## src/rtl/ssc_pkg.sv

```systemverilog
package ssc_pkg;
    typedef enum logic [1:0] {
        ST_HUNT,
        ST_EQ_GOT_LONG,
        ST_EQ_GOT_SHORT,
        ST_PLL_RUN
    } cls_state_t;
endpackage

```

## src/rtl/ssc_run_tracker.sv

```systemverilog
module ssc_run_tracker #(
    parameter int CNT_W = 6
) (
    input  logic             clk,
    input  logic             rst_n,
    input  logic             bit_en,
    input  logic             bit_in,
    input  logic             clear,
    output logic [CNT_W-1:0] run_len,
    output logic             run_level,
    output logic [CNT_W-1:0] run_max,
    output logic             done_vld,
    output logic [CNT_W-1:0] done_len,
    output logic             done_lvl,
    output logic             grow_vld,
    output logic [CNT_W-1:0] next_len
);
    localparam logic [CNT_W-1:0] CAP = {CNT_W{1'b1}};
    localparam logic [CNT_W-1:0] ONE = {{(CNT_W-1){1'b0}}, 1'b1};

    // Close the current run when the level changes on a started run
    always_comb begin
        done_vld = bit_en && (run_len != '0) && (bit_in != run_level);
        grow_vld = bit_en && !done_vld;
        done_len = run_len;
        done_lvl = run_level;
        if (done_vld)
            next_len = ONE;
        else if (run_len == CAP)
            next_len = CAP;
        else
            next_len = run_len + ONE;
    end

    always_ff @(posedge clk or negedge rst_n) begin
        if (!rst_n) begin
            run_len   <= '0;
            run_level <= 1'b0;
        end else if (bit_en) begin
            run_len   <= next_len;
            run_level <= bit_in;
        end
    end

    always_ff @(posedge clk or negedge rst_n) begin
        if (!rst_n)
            run_max <= '0;
        else if (clear)
            run_max <= '0;
        else if (bit_en && (next_len > run_max))
            run_max <= next_len;
    end
endmodule

```

## src/rtl/ssc_stress_fsm.sv

```systemverilog
module ssc_stress_fsm
    import ssc_pkg::*;
#(
    parameter int CNT_W        = 6,
    parameter int EQ_LONG_LEN  = 19,
    parameter int PLL_LEN      = 20,
    parameter int LOCK_PERIODS = 4
) (
    input  logic             clk,
    input  logic             rst_n,
    input  logic             done_vld,
    input  logic [CNT_W-1:0] done_len,
    input  logic             done_lvl,
    input  logic             grow_vld,
    input  logic [CNT_W-1:0] next_len,
    output logic             eq_lock,
    output logic             eq_pol,
    output logic             pll_lock
);
    localparam int REP_MAX = 2 * LOCK_PERIODS;
    localparam int REP_W   = $clog2(REP_MAX + 1);
    localparam logic [CNT_W-1:0] LEN_EQ_LONG  = CNT_W'(EQ_LONG_LEN);
    localparam logic [CNT_W-1:0] LEN_EQ_SHORT = CNT_W'(1);
    localparam logic [CNT_W-1:0] LEN_PLL      = CNT_W'(PLL_LEN);
    localparam logic [REP_W-1:0] REP_TOP      = REP_W'(REP_MAX);
    localparam logic [REP_W-1:0] REP_EQ_LOCK  = REP_W'(LOCK_PERIODS);
    localparam logic [REP_W-1:0] REP_ONE      = REP_W'(1);

    cls_state_t       state, state_nx;
    logic [REP_W-1:0] reps, reps_nx, reps_inc;
    logic             pol, pol_nx;
    cls_state_t       fresh_state;
    logic [REP_W-1:0] fresh_reps;

    // Entry decision for a closed run that does not continue a shape
    always_comb begin
        reps_inc = (reps == REP_TOP) ? REP_TOP : reps + REP_ONE;
        if (done_len == LEN_EQ_LONG) begin
            fresh_state = ST_EQ_GOT_LONG;
            fresh_reps  = '0;
        end else if (done_len == LEN_PLL) begin
            fresh_state = ST_PLL_RUN;
            fresh_reps  = REP_ONE;
        end else begin
            fresh_state = ST_HUNT;
            fresh_reps  = '0;
        end
    end

    always_comb begin
        state_nx = state;
        reps_nx  = reps;
        pol_nx   = pol;
        unique case (state)
            ST_HUNT: begin
                if (done_vld) begin
                    state_nx = fresh_state;
                    reps_nx  = fresh_reps;
                    pol_nx   = done_lvl;
                end
            end
            ST_EQ_GOT_LONG: begin
                if (done_vld) begin
                    if (done_len == LEN_EQ_SHORT) begin
                        state_nx = ST_EQ_GOT_SHORT;
                        reps_nx  = reps_inc;
                    end else begin
                        state_nx = fresh_state;
                        reps_nx  = fresh_reps;
                        pol_nx   = done_lvl;
                    end
                end else if (grow_vld && (next_len > LEN_EQ_SHORT)) begin
                    state_nx = ST_HUNT;
                    reps_nx  = '0;
                end
            end
            ST_EQ_GOT_SHORT: begin
                if (done_vld) begin
                    if (done_len == LEN_EQ_LONG) begin
                        state_nx = ST_EQ_GOT_LONG;
                    end else begin
                        state_nx = fresh_state;
                        reps_nx  = fresh_reps;
                        pol_nx   = done_lvl;
                    end
                end else if (grow_vld && (next_len > LEN_EQ_LONG)) begin
                    state_nx = ST_HUNT;
                    reps_nx  = '0;
                end
            end
            ST_PLL_RUN: begin
                if (done_vld) begin
                    if (done_len == LEN_PLL) begin
                        reps_nx = reps_inc;
                    end else begin
                        state_nx = fresh_state;
                        reps_nx  = fresh_reps;
                        pol_nx   = done_lvl;
                    end
                end else if (grow_vld && (next_len > LEN_PLL)) begin
                    state_nx = ST_HUNT;
                    reps_nx  = '0;
                end
            end
            default: begin
                state_nx = ST_HUNT;
                reps_nx  = '0;
            end
        endcase
    end

    always_ff @(posedge clk or negedge rst_n) begin
        if (!rst_n) begin
            state <= ST_HUNT;
            reps  <= '0;
            pol   <= 1'b0;
        end else begin
            state <= state_nx;
            reps  <= reps_nx;
            pol   <= pol_nx;
        end
    end

    always_comb begin
        eq_lock  = ((state == ST_EQ_GOT_LONG) || (state == ST_EQ_GOT_SHORT))
                   && (reps >= REP_EQ_LOCK);
        pll_lock = (state == ST_PLL_RUN) && (reps >= REP_TOP);
        eq_pol   = pol;
    end
endmodule

```

## src/rtl/ssc_lock_timer.sv

```systemverilog
module ssc_lock_timer #(
    parameter int LB_W = 16
) (
    input  logic            clk,
    input  logic            rst_n,
    input  logic            bit_en,
    input  logic            active,
    input  logic            clear,
    output logic [LB_W-1:0] lock_bits
);
    localparam logic [LB_W-1:0] TOP = {LB_W{1'b1}};
    localparam logic [LB_W-1:0] ONE = {{(LB_W-1){1'b0}}, 1'b1};

    always_ff @(posedge clk or negedge rst_n) begin
        if (!rst_n)
            lock_bits <= '0;
        else if (clear)
            lock_bits <= '0;
        else if (bit_en && active && (lock_bits != TOP))
            lock_bits <= lock_bits + ONE;
    end
endmodule

```

## src/rtl/serial_stress_classifier.sv

```systemverilog
module serial_stress_classifier #(
    parameter int CNT_W        = 6,
    parameter int LB_W         = 16,
    parameter int EQ_LONG_LEN  = 19,
    parameter int PLL_LEN      = 20,
    parameter int LOCK_PERIODS = 4
) (
    input  logic             clk,
    input  logic             rst_n,
    input  logic             bit_en,
    input  logic             bit_in,
    input  logic             clear,
    output logic [CNT_W-1:0] run_len,
    output logic             run_level,
    output logic [CNT_W-1:0] run_max,
    output logic             eq_lock,
    output logic             eq_pol,
    output logic             pll_lock,
    output logic [LB_W-1:0]  lock_bits
);
    logic             done_vld, done_lvl, grow_vld;
    logic [CNT_W-1:0] done_len, next_len;

    ssc_run_tracker #(.CNT_W(CNT_W)) tracker_i (
        .clk(clk), .rst_n(rst_n), .bit_en(bit_en), .bit_in(bit_in),
        .clear(clear), .run_len(run_len), .run_level(run_level),
        .run_max(run_max), .done_vld(done_vld), .done_len(done_len),
        .done_lvl(done_lvl), .grow_vld(grow_vld), .next_len(next_len)
    );

    ssc_stress_fsm #(
        .CNT_W(CNT_W), .EQ_LONG_LEN(EQ_LONG_LEN),
        .PLL_LEN(PLL_LEN), .LOCK_PERIODS(LOCK_PERIODS)
    ) fsm_i (
        .clk(clk), .rst_n(rst_n), .done_vld(done_vld),
        .done_len(done_len), .done_lvl(done_lvl), .grow_vld(grow_vld),
        .next_len(next_len), .eq_lock(eq_lock), .eq_pol(eq_pol),
        .pll_lock(pll_lock)
    );

    ssc_lock_timer #(.LB_W(LB_W)) timer_i (
        .clk(clk), .rst_n(rst_n), .bit_en(bit_en),
        .active(eq_lock || pll_lock), .clear(clear),
        .lock_bits(lock_bits)
    );
endmodule

```

## config.mk

```make
export PLATFORM = sky130hd
export DESIGN_NAME = serial_stress_classifier
export DESIGN_NICKNAME = d
export VERILOG_FILES = /design/src/rtl/ssc_pkg.sv /design/src/rtl/ssc_run_tracker.sv /design/src/rtl/ssc_stress_fsm.sv /design/src/rtl/ssc_lock_timer.sv /design/src/rtl/serial_stress_classifier.sv
export SDC_FILE = /design/constraint.sdc
export NUM_CORES = 1
export LEC_CHECK = 0
export BUFFER_PORTS_ARGS = -buffer_cell sky130_fd_sc_hd__clkbuf_2
export CORE_MARGIN = 5
export CORE_UTILIZATION = 57
export DETAILED_ROUTE_END_ITERATION = 12
export PLACE_DENSITY_LB_ADDON = 0.25
export SETUP_SLACK_MARGIN = 0.3
export SLEW_MARGIN = 20
export SYNTH_ARGS = -nofsm -noshare
export SYNTH_HDL_FRONTEND = slang
export SYNTH_SLANG_ARGS = --single-unit
```

## constraint.sdc

```tcl
create_clock -name clk -period 3.6 [get_ports clk]
set_input_delay 0.54 -clock clk [delete_from_list [all_inputs] [get_ports clk]]
set_output_delay 0.54 -clock clk [all_outputs]
set_load 0.005 [all_outputs]
```

# Word level (Yosys, flattened, before mapping)
# Index checks and enable logic that the tools add are counted.
[word_totals]
regBits = 36
in_bits = 5
output_inout_bits = 32
[classes]
eq_ne = 22
addsub = 3
reduce_logical = 21
n_lt_le_gt_ge = 6
mux = 41
[op_table]
columns = ["cell", "count"]
rows = [
  ["4-bit two-way mux", 12],
  ["16-bit two-way mux", 2],
  ["2-bit two-way mux", 12],
  ["6-bit two-way mux", 4],
  ["16-bit by 1-bit adder with 16-bit output, second input constant", 1],
  ["16-bit != test, second input constant", 1],
  ["4-bit case mux with 4 select lines", 1],
  ["2-bit != test, second input constant", 7],
  ["6-bit by 5-bit == test with 1-bit output, second input constant", 2],
  ["6-bit by 5-bit greater-than comparator with 1-bit output, second input constant", 2],
  ["1-bit logical AND", 11],
  ["5-bit AND reduction", 2],
  ["3-bit by 2-bit != test with 1-bit output, second input constant", 3],
  ["1-bit two-way mux", 8],
  ["2-bit case mux with 4 select lines", 1],
  ["7-bit AND reduction", 1],
  ["6-bit by 1-bit adder with 6-bit output, second input constant", 1],
  ["6-bit by 1-bit == test with 1-bit output, second input constant", 1],
  ["6-bit == test, second input constant", 1],
  ["6-bit by 1-bit greater-than comparator with 1-bit output, second input constant", 1],
  ["6-bit greater-than comparator", 1],
  ["3-bit != test, second input constant", 2],
  ["6-bit nonzero test", 1],
  ["4-bit by 1-bit adder with 4-bit output, second input constant", 1],
  ["other kinds (11)", 14],
]

# Depth between registers and ports, before layout
[depth]
depth_word = 9
ltp_mapped = 12
ltp_nobuf = 11

# Hierarchy
# From an unflattened synthesis, not the netlist that was laid out.
[hier_totals]
cells_unflattened = 294
hier_area_um2 = 2711.4
[by_module_without_submodules]
columns = ["mod", "cells_each", "n_inst", "area_per_inst_um2", "seq_area_each_um2"]
rows = [
  ["ssc_run_tracker", 106, 1, 983.4, 325.3],
  ["ssc_lock_timer", 103, 1, 920.9, 400.4],
  ["ssc_stress_fsm", 84, 1, 800.8, 175.2],
  ["serial_stress_classifier", 1, 1, 6.3, 0.0],
]

# Worst setup path before layout
# Ideal clock, no wire load.
[synth_timing]
path_kind = "reg-to-reg"
startpoint = "register tracker_i.run_len[0], in the netlist tracker_i.done_len[0]"
endpoint = "register tracker_i.run_max[1]"
t_arrival_ps = 2713
synth_period_minus_slack_ps = 2845
slack_ps = 755
required_ps = 3468
n_path_buf = 1
setup_time_ps = 132
stages_incl_launch_ff = 13
cell_sequence = "dfrtp_1 -> inv_1 -> ha_1 -> a311oi_1 -> buf_2 -> nor2_1 -> ha_1 -> nor2b_1 -> o21a_1 -> o21bai_1 -> a21oi_1 -> mux2i_1 -> nor2_1"
[synth_via]
elab_chain_cells = 7
[synth_rtl]
columns = ["element", "line_no", "source"]
rows = [
  ["start, declared", "ssc_run_tracker.sv:9", "output logic [CNT_W-1:0] run_len,"],
  ["start signal, assigned", "ssc_run_tracker.sv:40", "run_len <= next_len;"],
  ["parallel branches: the longest is 3 deep, another holds 6-bit by 1-bit adder with 6-bit output", "-", ""],
  ["6-bit two-way mux *", "ssc_run_tracker.sv:27", "if (done_vld)"],
  ["net fsm_i.next_len[1]", "ssc_stress_fsm.sv:15", "input logic [CNT_W-1:0] next_len,"],
  ["6-bit greater-than comparator", "ssc_run_tracker.sv:50", "else if (bit_en && (next_len > run_max))"],
  ["1-bit logical AND", "ssc_run_tracker.sv:50", ""],
  ["2-bit nonzero test (no source line)", "-", ""],
  ["end signal, assigned", "ssc_run_tracker.sv:51", "run_max <= next_len;"],
  ["end, declared", "ssc_run_tracker.sv:11", "output logic [CNT_W-1:0] run_max,"],
]
# Mark *: on every way through the listed nets, which the timed path passes. The select of a mux whose other input is x is not followed.
# A chain may end at the register's enable or synchronous reset.

# Worst setup path in the final report
[layout_timing]
startpoint = "register tracker_i.run_len[0], in the netlist tracker_i.done_len[0]"
endpoint = "register tracker_i.run_max[1]"
[layout_via]
elab_chain_cells = 7
[layout_rtl]
columns = ["element", "line_no"]
rows = [
  ["parallel branches: the longest is 3 deep, another holds 6-bit by 1-bit adder with 6-bit output", "-"],
  ["6-bit two-way mux *", "ssc_run_tracker.sv:27"],
  ["net fsm_i.next_len[4]", "ssc_stress_fsm.sv:15"],
  ["6-bit greater-than comparator *", "ssc_run_tracker.sv:50"],
  ["1-bit logical AND *", "ssc_run_tracker.sv:50"],
  ["2-bit nonzero test (no source line) *", "-"],
]
# Marked as above.

==> metrics.txt <==
# fillers 325; placer congestion estimate 0.8776; Die Y 73.73 µm; I/O Buffers 36; Area Overhead vs Synth 13.78%; DRT iter0 DRCs 188; post-DP HPWL 3.768 mm; Post-Layout Inst Area 2634 µm²; Final Max Slew Viols 0; first-pass GRT wire length 8.887 mm; slew margin rel. 40.74%; Mapped Area 2315 µm²; starting density of the core 58.29%; register area share after synthesis 38.92%; Final Cycle Share 79.97%; setup bufs post-CTS 0; antenna violations before repair 0; Placed Area 2541 µm²; Slowest-stage cell, CP dfrtp_1; Die ar. 5435 µm²; Final #Nets 320; required time of the critical path 3.76 ns; final setup skew 0.008840 ns; Least-Margin Pin Slew 0.8889 ns; Die Span X 73.73 µm; leakage power figure 1.218 nW; drt pass-1 iters 4; Peak VDD IR 0.4072 mV; RSZ-0062 raised after global routing false; status completed; PwrDens 569.3 nW/µm²; asr flop ratio synth 100.0%; CTS Hold Bufs 0; biggest cell delay along the critical path 0.47 ns; CTS max path bufs 2; final WL 5.075 mm; Crit. End Element register; CTS sink count 36; CTS tree built; Core Footprint 3971 µm²; GRT Overall Usage 20.62%; row count 23; Clock transition at path regs 0.07 ns; # H-tree levels 2; Worst-Skew Late Latency 0.28 ns; Routed Antenna Nets 0; grt total ovfl 0; top cell family by delay on the critical path simple AND/OR/NAND/NOR gates; Post-CTS Resized 0; crit path kind register to register; Overall Power 1.500 mW; CP arrival 3.03 ns; vias in the first global route 1963; Synth cell types 44; TNS Setup 0 ns; Top FF cell, synth dfrtp_1; Ys Warns 0; Startpoint Class register; Via Count 2022; vias per cell 5.794; pin count of the biggest net entering global routing 37; Synth Area per Inst 8.937 µm²; Routed WL per cell 14.54 µm; synthesis-stage register bit count 36; Final Hold Viols 0; Max-Cap Viols 0; syn nets 281; maximum clock rate 347.4 MHz; fraction of layout cells with a size suffix above 1 18.39%; root buf cell clkbuf_8; Final min period 2.879 ns; Final Core Density 66.32%; Remaining DRCs 0; critical path cell sequence ha_1, and4_1, and2_1, nor3_1, ha_1, nand3_1, o21ai_0, a21oi_1, buf_4, mux2i_1, nor2_1; Inserted Clock Buffers 5; final hold slack 0.3647 ns; Synth Instances 259; ANT cells 0; Hold/Removal Path Class input port to asynchronous set/reset pin; final setup vio count 0; most used cell, CP ha_1; crit path buf inv count 1; Post-synth EDFFs 0; I/O pin cnt 37; crit-path max FO 9
[synth_stat cells (3+ instances only)]
cell type,count,area share (%)
dfrtp_1,36,39
nor2_1,33,5.4
o21ai_0,19,4.1
inv_1,18,2.9
ha_1,17,9.2
nand2_1,15,2.4
a21oi_1,14,3.0
nand3_1,13,2.8
xor2_1,10,3.8
and3_1,7,1.9
mux2i_1,7,3.0
nor3_1,7,1.5
mux2_2,5,2.4
xnor2_1,5,1.9
a41oi_1,4,1.5
clkbuf_1,4,0.65
nand4_1,4,1.1
or3_1,4,1.1
a211oi_1,3,0.97
and2_1,3,0.81
[routing by layer]
layer,track usage (%),up-vias,part of all wire [%]
met5,0,-,0
met4,6.841,0,0.57
met3,3.967,2,4.4
met2,32.78,44,48
met1,28.12,973,47
li1,-,1003,-
[worst reg2reg max path, stage by stage, from the launching register on]
cell and delay [ns]:
dfrtp_1 0.47, ha_1 0.30, and4_1 0.27, and2_1 0.18, nor3_1 0.32, ha_1 0.33
nand3_1 0.11, o21ai_0 0.09, a21oi_1 0.21, buf_4 0.21, mux2i_1 0.20, nor2_1 0.06
[kinds of logic after synthesis]
kind of cell    Yosys count  synth area share, %
buf+inv                  25                4.594
compound gates           60                16.43
fa+ha+maj                17                9.189
mux                      12                5.459
flops                    36                38.92
xor+xnor                 15                5.675
simple gates             94                19.73
[cell type report]
type                    count  area, µm²  area share, %
clock buffers               6      82.58          3.135
clock inverters             2      10.01         0.3800
flip-flops and latches     36      900.9          34.20
well taps                  50      62.56          2.375
multi-input cells         198       1308          49.64
inverters                  18      67.56          2.565
repair buffers             39      202.7          7.696
[metrics by stage]
stage | instances | setup WS, ns
global route | 349 | 0.5000
CTS | 349 | 0.7252
detailed placement | 341 | 0.7058
global placement | 341 | 0.8042
finish | 349 | 0.7211
floorplan | 259 | 0.7553
[registers in the layout (all words and copies together), names as in the netlist]
name                flops
timer_i.lock_bits      16
tracker_i.done_len      6
tracker_i.run_max       6
fsm_i.reps              4
fsm_i.state             2
fsm_i.eq_pol            1
tracker_i.done_lvl      1
[layout by cell type, fill, tap and decap left out, types with 3 or more instances in the layout]
master | synthesis | layout
o21ai_0 | 19 | 19
and2_1 | 3 | 3
buf_4 | 1 | 3
clkbuf_2 | 0 | 36
nand4_1 | 4 | 4
a21oi_1 | 14 | 14
mux2_2 | 5 | 5
a211oi_1 | 3 | 3
xnor2_1 | 5 | 5
a41oi_1 | 4 | 4
ha_1 | 17 | 17
clkbuf_8 | 0 | 6
nor3_1 | 7 | 7
dfrtp_1 | 36 | 36
inv_1 | 18 | 18
or3_1 | 4 | 4
nor2_1 | 33 | 33
xor2_1 | 10 | 10
mux2i_1 | 7 | 7
nand2_1 | 15 | 15
and3_1 | 7 | 7
nand3_1 | 13 | 13
[final timing paths]
check                                           start                    to  slack, ns  cells past startpoint
max in group asynchronous                       rst_n  timer_i.lock_bits[0]       2.67                      1
worst max-delay path            tracker_i.done_len[0]  tracker_i.run_max[1]       0.72                     11
worst min-delay path                            rst_n  tracker_i.run_max[5]       0.36                      1
worst min register to register           fsm_i.eq_pol          fsm_i.eq_pol       0.51                      1
min in group clk                         fsm_i.eq_pol          fsm_i.eq_pol       0.51                      1
worst max register to register  tracker_i.done_len[0]  tracker_i.run_max[1]       0.72                     11
[power breakdown]
group / leakage [nW] / internal, mW / switching [mW]
Sequential: 0.489 / 0.457 / 0.0726
Combinational: 0.678 / 0.302 / 0.369
Clock: 0.0510 / 0.153 / 0.146
Total: 1.22 / 0.912 / 0.588
Note: power is estimated with default switching activity, not from simulation.
